--- config.mk ---
export PLATFORM = sky130hd
export DESIGN_NAME = offset_subtractor
export DESIGN_NICKNAME = d
export VERILOG_FILES = /design/src/rtl/osub_pkg.sv /design/src/rtl/osub_digit_step.sv /design/src/rtl/osub_regfile.sv /design/src/rtl/osub_msd.sv /design/src/rtl/offset_subtractor.sv
export SDC_FILE = /design/constraint.sdc
export NUM_CORES = 1
export LEC_CHECK = 0
export BUFFER_PORTS_ARGS = -buffer_cell sky130_fd_sc_hd__buf_4
export CAP_MARGIN = 20
export CELL_PAD_IN_SITES_DETAIL_PLACEMENT = 1
export CELL_PAD_IN_SITES_GLOBAL_PLACEMENT = 1
export CORE_MARGIN = 2
export CORE_UTILIZATION = 44
export CTS_CLUSTER_DIAMETER = 60
export DETAILED_ROUTE_END_ITERATION = 8
export GPL_ROUTABILITY_DRIVEN = 0
export HOLD_SLACK_MARGIN = 0.08
export PLACE_DENSITY_LB_ADDON = 0.1
export SLEW_MARGIN = 10
export SYNTH_ARGS = -nofsm -noshare
export SYNTH_HDL_FRONTEND = slang
export SYNTH_SLANG_ARGS = --single-unit
--- constraint.sdc ---
create_clock -name clk -period 7.3 [get_ports clk]
set_clock_uncertainty 0.05 [all_clocks]
set_input_delay 0.365 -clock clk [delete_from_list [all_inputs] [get_ports clk]]
set_output_delay 0.365 -clock clk [all_outputs]
set_load 0.02 [all_outputs]
--- src/rtl/osub_pkg.sv ---
package osub_pkg;
  localparam int DIGIT_W    = 4;
  localparam int NUM_DIGITS = 6;
  localparam int DEC_RADIX  = 10;
  localparam int CFG_PERIOD = 6;
  localparam int MSD_LOW    = 2;
endpackage

--- src/rtl/osub_digit_step.sv ---
// One digit of the serial subtraction: a - b - borrow, wrapped into the given radix.
module osub_digit_step #(
  parameter int DW = 4
) (
  input  logic [DW-1:0] a_val,
  input  logic [DW-1:0] b_val,
  input  logic          brw_in,
  input  logic [DW:0]   radix,
  output logic [DW-1:0] dig,
  output logic          brw_out
);
  localparam int XW = DW + 2;
  logic [XW-1:0] raw;
  logic [XW-1:0] wrapped;

  always_comb begin
    raw     = {2'b00, a_val} - {2'b00, b_val} - {{(XW-1){1'b0}}, brw_in};
    wrapped = raw + {1'b0, radix};
    brw_out = raw[XW-1];
    dig     = brw_out ? wrapped[DW-1:0] : raw[DW-1:0];
  end
endmodule

--- src/rtl/osub_regfile.sv ---
// Digit storage: one write port, every entry readable in parallel.
module osub_regfile #(
  parameter int NDIG = 6,
  parameter int DW   = 4,
  parameter int AW   = 3
) (
  input  logic              clk,
  input  logic              rst,
  input  logic              we,
  input  logic [AW-1:0]     waddr,
  input  logic [DW-1:0]     wdata,
  output logic [NDIG*DW-1:0] flat
);
  logic [DW-1:0] mem [NDIG];

  always_ff @(posedge clk) begin
    if (rst) begin
      for (int k = 0; k < NDIG; k++) mem[k] <= '0;
    end else if (we) begin
      mem[waddr] <= wdata;
    end
  end

  for (genvar g = 0; g < NDIG; g++) begin : g_rd
    assign flat[g*DW +: DW] = mem[g];
  end
endmodule

--- src/rtl/osub_msd.sv ---
// Finds the highest non-zero digit from index LO upward.
module osub_msd #(
  parameter int NDIG = 6,
  parameter int DW   = 4,
  parameter int LO   = 2
) (
  input  logic [NDIG*DW-1:0] flat,
  output logic [DW-1:0]      msd,
  output logic               none
);
  logic [NDIG-1:0] nz;

  for (genvar g = 0; g < NDIG; g++) begin : g_nz
    assign nz[g] = |flat[g*DW +: DW];
  end

  always_comb begin
    msd  = '0;
    none = 1'b1;
    for (int k = LO; k < NDIG; k++) begin
      if (nz[k]) begin
        msd  = flat[k*DW +: DW];
        none = 1'b0;
      end
    end
  end
endmodule

--- src/rtl/offset_subtractor.sv ---
module offset_subtractor #(
  parameter int NDIG        = osub_pkg::NUM_DIGITS,
  parameter int DW          = osub_pkg::DIGIT_W,
  parameter int PW          = 3,
  parameter int CFG_PERIOD  = osub_pkg::CFG_PERIOD,
  parameter int DEC_RADIX   = osub_pkg::DEC_RADIX,
  parameter int RESET_RADIX = 10,
  parameter int MSD_LO      = osub_pkg::MSD_LOW
) (
  input  logic               clk,
  input  logic               rst,
  input  logic               load,
  input  logic [PW-1:0]      period,
  input  logic [DW-1:0]      a_n,
  input  logic [DW-1:0]      b_n,
  input  logic               borrow_in,
  output logic [NDIG*DW-1:0] digits,
  output logic [DW-1:0]      msd,
  output logic               msd_none,
  output logic               borrow_out,
  output logic               borrow_valid
);
  localparam int AW   = $clog2(NDIG);
  localparam int RW   = DW + 1;
  localparam int LAST = NDIG - 1;

  logic [DW-1:0] a_val, b_val;
  logic          dig_load, cfg_load, first_p, last_p;
  logic [RW-1:0] radix_q, step_radix, radix_cfg;
  logic          chain_q, step_bin, step_bout;
  logic [DW-1:0] step_dig;
  logic [DW-1:0] msd_c;
  logic          none_c;

  assign a_val    = ~a_n;
  assign b_val    = ~b_n;
  assign first_p  = (period == '0);
  assign last_p   = (period == PW'(LAST));
  assign dig_load = load && (period < PW'(NDIG));
  assign cfg_load = load && (period == PW'(CFG_PERIOD));

  // Radix code 0 (bus all ones) selects the largest radix 2**DW.
  assign radix_cfg  = (a_val == '0) ? RW'(1 << DW) : {1'b0, a_val};
  assign step_radix = first_p ? radix_q : RW'(DEC_RADIX);
  assign step_bin   = first_p ? borrow_in : chain_q;

  osub_digit_step #(.DW(DW)) u_step (
    .a_val  (a_val),
    .b_val  (b_val),
    .brw_in (step_bin),
    .radix  (step_radix),
    .dig    (step_dig),
    .brw_out(step_bout)
  );

  osub_regfile #(.NDIG(NDIG), .DW(DW), .AW(AW)) u_rf (
    .clk  (clk),
    .rst  (rst),
    .we   (dig_load),
    .waddr(AW'(period)),
    .wdata(step_dig),
    .flat (digits)
  );

  osub_msd #(.NDIG(NDIG), .DW(DW), .LO(MSD_LO)) u_msd (
    .flat(digits),
    .msd (msd_c),
    .none(none_c)
  );

  always_ff @(posedge clk) begin
    if (rst) begin
      radix_q      <= RW'(RESET_RADIX);
      chain_q      <= 1'b0;
      borrow_out   <= 1'b0;
      borrow_valid <= 1'b0;
      msd          <= '0;
      msd_none     <= 1'b1;
    end else begin
      if (cfg_load) radix_q <= radix_cfg;
      if (dig_load) begin
        chain_q <= step_bout;
        if (first_p) borrow_valid <= 1'b0;
        if (last_p) begin
          borrow_out   <= step_bout;
          borrow_valid <= 1'b1;
        end
      end
      msd      <= msd_c;
      msd_none <= none_c;
    end
  end
endmodule

# Word-level counts from Yosys, hierarchy flattened
# Memory sizes are Yosys's and may differ from the RTL's.
# Index checks and enable logic that the tools add are counted.
# word_totals
reg_bits,12
ramBits,24
inputBits,15
out_inout_bits,31
wordCells,49
n_memories,1
# mem_list
name,depth,word_bits,read_ports,rd_ports_with_merged_regs,wr,line_no,text
u_rf.mem,6,4,6,0,6,osub_regfile.sv:14,logic [DW-1:0] mem [NDIG];
# op_classes
add_sub_neg,3
magnitude_cmp,1
n_eq_ne,2
muxes,22
n_bitwise,2
n_reduce_logical,12
# ops
op,n
$mux W4,8
$reduce_or A4 Y1,5
$mux W1,13
$not A4 Y4,2
$eq A3 B3 Y1 const B,2
$sub A6 B1 Y6,1
$sub A4 B4 Y5,1
$add A4 B4 Y4,1
$logic_not A4 Y1,1
$reduce_and A2 Y1,2
$logic_not A3 Y1,1
$lt A3 B3 Y1 const B,1
$mux W3,1
$logic_and A1 B1 Y1,2
$reduce_bool A2 Y1,1

# Depth between registers and ports, before layout
# Gate-level depths: netlist of run 1.
# logic_depth
ltp_word,7
depth_mapped,13
ltp_nobuf,11

# Modules after synthesis
# A second synthesis of run 1 with hierarchy kept.
# unflattened
hier_cells,199
hier_area_um2,2085.8
# modules_own_cells
mod,instances,cells_each,area_per_inst_um2,seq_area_each_um2
osub_regfile,1,74,1016.0,720.7
offset_subtractor,1,56,534.3,260.2
osub_digit_step,1,45,399.1,0.0
osub_msd,1,24,136.4,0.0

# Worst setup path before layout of run 1
# No wires, ideal clock.
# synth_path
kind,in2reg
start,in period[2]
end,"mem u_rf.mem[0][3], data pin"
setup_ns,0.266
arrival_ns,2.759
required_time_ns,6.984
path_slack_ns,4.225
path_stages,12
path_buffers,1
path_cell_list,clkbuf_1 > nor3_2 > mux2_2 > ha_1 > ha_1 > inv_1 > ha_1 > a21o_1 > a21oi_1 > xnor2_1 > a32oi_2 > a21oi_1
# synth_rtl
item,line_no,text
"start, declared",offset_subtractor.sv:13,"input logic [PW-1:0] period,"
"end, declared",osub_regfile.sv:14,

==> results.py, run 1 <==
metrics = {
    "detailed_routing": {
        "ant_nets": 0,
        "wl_um": 5140,
        "drc_errors": 0,
        "num_vias": 1610,
        "wire_per_inst_um": 18.8,
        "vias_per_cell": 5.88,
        "dr.pass1.iters": 4,
        "drt_iter0_drc": 43,
    },
    "clocking": {
        "clkSinkCount": 36,
        "cts-buffers-inserted": 5,
        "cts_max_path_buffers": 2,
        "cts_tree": "done",
        "cts_resized": 0,
        "ctsHoldBuffers": 0,
        "htreeDepth": 2,
        "clock_tree.root_cell": "clkbuf_8",
        "post-cts-setup-buffers": 0,
        "clkTransAtPathRegs_ps": 70,
        "clk_latency_ps": 290,
    },
    "logic_synthesis": {
        "postSynthCellCount": 175,
        "synth_edf_count": 24,
        "netlist.area_leader.share_pct": 38.4,
        "syn_area_per_cell_um2": 10.7,
        "ys_ff_latch": 36,
        "synthTopCellsByCount": "24 x edfxtp_1, 22 x a21oi_1, 14 x nor2_1, 13 x nand2_1, 12 x dfxtp_1",
        "synth_warnings": 0,
        "synth_area_leaders": "edfxtp_1 38%, dfxtp_1 13%, ha_1 6.0%",
        "ys.flop_type": "edfxtp_1",
        "synth.distinct_cells": 40,
        "post-synth-top-area-cell": "edfxtp_1",
        "ys_seq_area_share_pct": 51.2,
        "synthesis.nets": 201,
        "synth.most_common_cell": "edfxtp_1",
        "async_reset_ff_share_pct": 0,
        "netlist_area_mm2": 0.00188,
    },
    "setup_path": {
        "worstSetupPathType": "input pin to flip-flop",
        "critPathMostFrequentCell": "ha_1",
        "slowest_delay_ps": 430,
        "start_kind": "input pin",
        "endpoint_kind": "flip-flop",
        "worst_path_max_delay_cell": "nor3_2",
        "required_ps": 7280,
        "arrival_ps": 3240,
        "path_cells": "buf_4 > nor3_2 > mux2_2 > ha_1 > ha_1 > inv_1 > ha_1 > a21o_1 > a21oi_1 > xnor2_1 > a32oi_2 > a21oi_1",
        "critPathMaxFanout": 7,
    },
    "sta": {
        "max_slew_margin_pct": 49.8,
        "fin_crit_sh_pct": 44.7,
        "period_minus_slack_ps": 3270,
        "max_freq_mhz": 306,
        "holdWs_ps": 209,
        "drv_slew": 0,
        "setup_viol": 0,
        "timing.final.ws_setup_ps": 4030,
        "tns_ps": 0,
        "hold_violations": 0,
        "rsz0062_at_grt": "no",
        "tightest_slew_ps": 747,
    },
    "run_status": {
        "outcome": "finished, final reports clean",
    },
    "pwr": {
        "clockPowerShare_pct": 31.8,
        "internal_power_mw": 0.379,
        "p_leak_nw": 1.03,
        "switching_share_pct": 29.6,
        "p_comb_share_pct": 24.0,
        "power_frac_seq_pct": 44.2,
        "switching_power_mw": 0.159,
        "power_density_mw_per_mm2": 228,
        "peakVddDrop_mv": 0.115,
    },
    "global_route": {
        "grt-ovfl-total": 0,
        "grt_start_max_net_pins": 13,
        "grt_usage_pct": 22.8,
        "grt_pass1_vias": 1687,
        "grt_pass1_wl_um": 8530,
        "antenna_found_initial": 0,
    },
    "final_layout": {
        "multiInputGateArea_um2": 856,
        "antenna_cells": 0,
        "drive_above_1_share_pct": 25.4,
        "final_nets": 249,
        "area_growth_pct": 25.9,
        "regArea_um2": 961,
        "nFillCells": 448,
    },
    "placement": {
        "port_buffers": 45,
        "place_hpwl_um": 3980,
        "pre_cts_ws_ps": 3870,
    },
    "floorplanning": {
        "initial_core_util_pct": 46.3,
        "die_height_um": 69.3,
        "pin_count": 46,
        "die_width_um": 69.3,
        "coreArea_mm2": 0.00406,
        "rows": 23,
        "dieArea_mm2": 0.00480,
    },
    "flow_run": {
        "drv_cap": 0,
    },
    "hold_path": {
        "hp-class": "input pin to flip-flop",
    },
}
-- path summary, 6_finish.rpt --
kind	slack (ps)	cells past startpoint	to	startpoint
setup / recovery	4030	12	u_rf.mem[2][3]$_SDFFCE_PN0P_	period[0]
hold / removal	210	2	radix_q[2]$_SDFFE_PP0P_	a_n[2]
setup reg to reg	4480	10	u_rf.mem[2][3]$_SDFFCE_PN0P_	chain_q$_SDFFE_PP0P_
hold reg to reg	420	2	borrow_out$_SDFFE_PP0P_	borrow_out$_SDFFE_PP0P_
-- cell usage in the layout, fill, tap and decap left out, types with 3 or more instances in the layout --
cell,synthesis,final
buf_4,0,45
edfxtp_1,24,24
a21oi_1,22,22
nor2_1,14,14
nand2_1,13,13
dfxtp_1,12,12
inv_1,10,10
ha_1,9,9
nor3_1,8,8
a21o_1,6,6
clkbuf_8,0,5
nand2b_1,4,4
nor4_1,4,4
a221oi_1,4,4
a211oi_1,4,4
xor2_1,3,3
nand3_1,3,3
-- metal layers --
metal | wire, um | part of all wire [%] | global-route usage [%]
met5 | 0 | 0 | 0
met4 | 217 | 4.2 | 13.1
met3 | 208 | 4.0 | 4.65
met2 | 2600 | 51 | 40.2
met1 | 2110 | 41 | 25.4
-- state kept, by name, indices dropped and copies added (netlist names) --
signal        flops
borrow_out        1
borrow_valid      1
chain_q           1
msd               4
msd_none          1
radix_q           4
u_rf.mem         24
-- per-stage QoR --
stage	utilization (%)	instance area (um^2)	instances	total power [mW]
after global routing	58.2	2360	274	0.560
after floorplan	-	1880	175	0.322
after global placement	55.6	2250	266	0.363
after detailed placement	55.6	2250	266	0.369
after CTS	58.2	2360	274	0.539
final	58.2	2360	274	0.538
-- power groups by stage --
stage	Combinational [mW]	Sequential, mW	Clock, mW
3_3_place_gp	0.121	0.242	0
5_1_grt	0.140	0.239	0.181
3_5_place_dp	0.126	0.243	0
4_1_cts	0.128	0.238	0.173
2_1_floorplan	0.0674	0.255	0
6_report	0.129	0.238	0.171
-- layout make-up --
| cell class | count | share of cell area (%) |
|---|---|---|
| Clock buffer | 6 | 3.07 |
| Clock inverter | 2 | 1.48 |
| Inverter | 10 | 1.59 |
| Multi-Input combinational cell | 125 | 36.2 |
| Sequential cell | 36 | 40.7 |
| Tap cell | 50 | 2.65 |
| Timing Repair Buffer | 45 | 14.3 |
-- cells by family (layout without fill, tap and decap cells) --
| family | after synthesis | after routing | synth area share [%] |
|---|---|---|---|
| AOI/OAI and AO/OA | 45 | 45 | 15.3 |
| adders and majority gates | 11 | 11 | 8.13 |
| and+or+nand+nor | 60 | 60 | 16.9 |
| DFF | 36 | 36 | 51.2 |
| buffers and inverters | 14 | 63 | 3.20 |
| xor gates and xnor gates | 6 | 6 | 3.53 |
| muxes | 3 | 3 | 1.73 |
-- critical path: cells and delay by family --
kind,cells,cell delay [ps]
AO/OA/AOI/OAI,4,890
XOR/XNOR,1,140
adder cells (fa/ha/maj),3,770
buffers and inverters,2,260
multiplexers,1,400
AND/OR/NAND/NOR,1,430
Power figures use the tool's default switching activity.
==> run 2: changes to the inputs <==
--- a/config.mk
+++ b/config.mk
@@ -5,12 +5,13 @@
 export SDC_FILE = /design/constraint.sdc
 export NUM_CORES = 1
 export LEC_CHECK = 0
+export ABC_AREA = 1
 export BUFFER_PORTS_ARGS = -buffer_cell sky130_fd_sc_hd__buf_4
 export CAP_MARGIN = 20
 export CELL_PAD_IN_SITES_DETAIL_PLACEMENT = 1
 export CELL_PAD_IN_SITES_GLOBAL_PLACEMENT = 1
 export CORE_MARGIN = 2
-export CORE_UTILIZATION = 44
+export CORE_UTILIZATION = 39
 export CTS_CLUSTER_DIAMETER = 60
 export DETAILED_ROUTE_END_ITERATION = 8
 export GPL_ROUTABILITY_DRIVEN = 0
==> constraint.sdc (replaced) <==
create_clock -name clk -period 3.2 [get_ports clk]
set_clock_uncertainty 0.05 [all_clocks]
set_input_delay 0.16 -clock clk [delete_from_list [all_inputs] [get_ports clk]]
set_output_delay 0.16 -clock clk [all_outputs]
set_load 0.02 [all_outputs]
==> run 2 against run 1 <==
  * Critical path depth is 3 higher
  * Setup slack worse by 3900 ps
  * Synthesized cell count is 25% higher
  * Non-clock buffer count is 6 higher
  * Clock-buffer cell count is 1 lower
  * Area after synthesis is 3.2% higher
==> results.py, run 2 <==
metrics = {
    "detailed_routing": {
        "num_vias": 1613,
        "wl_um": 4450,
        "dr.pass1.iters": 4,
        "ant_nets": 0,
        "wire_per_inst_um": 12.9,
        "drt_iter0_drc": 63,
        "drc_errors": 0,
        "vias_per_cell": 4.69,
    },
    "setup_path": {
        "rrSetupSlack_ps": 760,
        "endpoint_kind": "flip-flop",
        "arrival_ps": 3050,
        "critPathMostFrequentCell": "ha_1",
        "start_kind": "input pin",
        "setup.worst_path.end": "u_rf.mem[4][3]$_SDFFCE_PN0P_",
        "worstSetupPathType": "input pin to flip-flop",
        "r2r-end": "u_rf.mem[4][3]$_SDFFCE_PN0P_",
        "slowest_delay_ps": 540,
        "path_cells": "dlygate4sd3_1 > buf_4 > ha_1 > fa_1 > ha_1 > xnor2_2 > ha_1 > a21oi_2 > nand2_1 > o21ai_1 > nand2_1 > inv_1 > nand3_1 > nand3_4 > nor2_1",
        "r2r-start": "chain_q$_SDFFE_PP0P_",
        "worst_path_max_delay_cell": "dlygate4sd3_1",
        "cp-startpoint": "a_n[0]",
        "critPathMaxFanout": 6,
        "rr_worst_depth": 14,
        "required_ps": 3200,
    },
    "run_status": {
        "outcome": "finished, final reports clean",
    },
    "final_layout": {
        "layoutNonFillerInstCount": 344,
        "antenna_cells": 0,
        "area_growth_pct": 31.5,
        "final_nets": 302,
        "largest_reg_flops": 24,
        "utilization_pct": 53.6,
        "final_common_cell": "buf_4",
        "drive_above_1_share_pct": 29.2,
        "top_register": "u_rf.mem",
        "layout_common_cells": "45 x buf_4, 40 x nand2_1, 35 x inv_1",
        "top_regs": "u_rf.mem: 24 flops, msd: 4 flops, radix_q: 4 flops",
    },
    "floorplanning": {
        "die_width_um": 74.5,
        "dieArea_mm2": 0.00555,
        "coreArea_mm2": 0.00475,
        "pin_count": 46,
        "die_height_um": 74.5,
        "rows": 25,
        "initial_core_util_pct": 40.7,
    },
    "pwr": {
        "power_density_mw_per_mm2": 475,
        "power_frac_seq_pct": 44.4,
        "switching_share_pct": 28.9,
        "p_comb_share_pct": 22.2,
        "peakVddDrop_mv": 0.190,
        "clockPowerShare_pct": 33.3,
        "total_power_mw": 1.21,
        "switching_power_mw": 0.350,
        "p_leak_nw": 1.19,
        "internal_power_mw": 0.859,
    },
    "sta": {
        "tns_ps": 0,
        "fin_crit_sh_pct": 95.3,
        "hold_violations": 0,
        "max_slew_margin_pct": 56.2,
        "max_freq_mhz": 328,
        "rsz0062_at_grt": "no",
        "setup_viol": 0,
        "tightest_slew_ps": 652,
        "drv_slew": 0,
        "period_minus_slack_ps": 3050,
    },
    "logic_synthesis": {
        "synth_edf_count": 24,
        "ys.flop_type": "edfxtp_1",
        "ys_seq_area_share_pct": 49.6,
        "synth_area_leaders": "edfxtp_1 37%, dfxtp_1 12%, nand2_1 7.8%",
        "post-synth-top-area-cell": "edfxtp_1",
        "netlist.area_leader.share_pct": 37.2,
        "postSynthCellCount": 219,
        "async_reset_ff_share_pct": 0,
        "synthesis.nets": 245,
        "netlist_area_mm2": 0.00194,
        "ys_ff_latch": 36,
        "synthTopCellsByCount": "40 x nand2_1, 35 x inv_1, 24 x edfxtp_1, 23 x nor2_1, 13 x nand3_1",
        "synth.distinct_cells": 30,
        "syn_area_per_cell_um2": 8.84,
        "synth_warnings": 0,
        "synth.most_common_cell": "nand2_1",
    },
    "global_route": {
        "grt_start_max_net_pins": 17,
        "grt-ovfl-total": 0,
        "grt_usage_pct": 18.0,
        "grt_pass1_vias": 1604,
        "grt_pass1_wl_um": 7360,
        "antenna_found_initial": 0,
    },
    "clocking": {
        "cts-buffers-inserted": 5,
        "clkSinkCount": 36,
        "clkTransAtPathRegs_ps": 70,
        "cts_tree": "done",
        "clk_latency_ps": 300,
        "post-cts-setup-buffers": 0,
        "cts_max_path_buffers": 2,
        "htreeDepth": 2,
        "clock_tree.root_cell": "clkbuf_8",
    },
    "placement": {
        "placed_cells": 330,
        "port_buffers": 45,
        "place_hpwl_um": 3470,
    },
    "hold_path": {
        "hp-class": "input pin to flip-flop",
    },
    "flow_run": {
        "drv_cap": 0,
    },
}
## run 2: changes by cell type after synthesis, sizes merged, moves of 3 or more
cell,previous run,this run
inv,10,43
a221oi,4,0
a21o,6,0
nand4,0,4
o21ai,3,13
nor2,14,27
xor2,3,0
nor3,9,1
nand2b,4,0
a211oi,4,0
nand2,13,43
a21oi,22,11
nand3,3,19
## run 2: how the worst min path moves through the flow
stage          startpoint                        end  slack, ps  depth (start not counted)
6_report              rst  borrow_valid$_SDFFE_PP0P_         80                          2
5_1_grt               rst  borrow_valid$_SDFFE_PP0P_        100                          2
4_1_cts               rst  borrow_valid$_SDFFE_PP0P_         90                          2
3_5_place_dp       a_n[0]    radix_q[0]$_SDFFE_PP0P_        310                          2
3_3_place_gp       a_n[2]    radix_q[2]$_SDFFE_PP0P_        300                          2
2_1_floorplan      a_n[0]    radix_q[0]$_SDFFE_PP0P_        200                          1
## run 2: kinds of logic (layout without fill, tap and decap cells)
group | Yosys count | after routing | share of synthesized area, %
flops | 36 | 36 | 49.6
compound gates | 26 | 26 | 6.98
fa+ha+maj | 11 | 11 | 7.88
buf+inv | 44 | 102 | 8.53
xor+xnor | 2 | 2 | 0.905
simple gates | 100 | 100 | 26.1
## run 2: through the flow
stage                     hold WS, ps  setup WS (ps)  area, um^2
after detailed placement          309            301        2350
final                            81.4            151        2550
after CTS                        86.0           66.9        2530
after floorplan                   200            704        1940
after global placement            298            473        2350
after global routing              102           1.01        2550
## run 2: layout make-up
class                   count  area, um^2
flip-flops and latches     36         961
well taps                  67        83.8
fillers                   585        2210
clock inverters             3        42.5
repair buffers             51         398
clock buffers               5        68.8
multi-input cells         139         832
inverters                  43         161
## run 2: metal layers
metal	up-vias	part of all wire (%)	global-route usage, %
met5	-	0	0
met4	0	1.4	5.95
met3	5	3.9	4.47
met2	32	54	33.2
met1	747	41	20.1
li1	829	-	-
## run 2: critical path, delay by kind of cell
kind	cells	cell delay, ps
xor gates and xnor gates	1	150
adders and majority gates	4	1270
buffers and inverters	3	750
and+or+nand+nor	5	450
AOI/OAI and AO/OA	2	260
## run 2: power by group through the flow
stage | registers, mW | logic, mW | clock network, mW
floorplan | 0.577 | 0.138 | 0
global placement | 0.548 | 0.253 | 0
detailed placement | 0.548 | 0.259 | 0
CTS | 0.538 | 0.265 | 0.410
global route | 0.541 | 0.299 | 0.431
finish | 0.537 | 0.269 | 0.403
## run 2: repair_timing
| action | in CTS | in global routing |
|---|---|---|
| hold endpoints to repair | 4 | 0 |
| resized for setup | 0 | 4 |
| hold buffers | 6 | 0 |
| endpoints found under the setup margin | 0 | 6 |
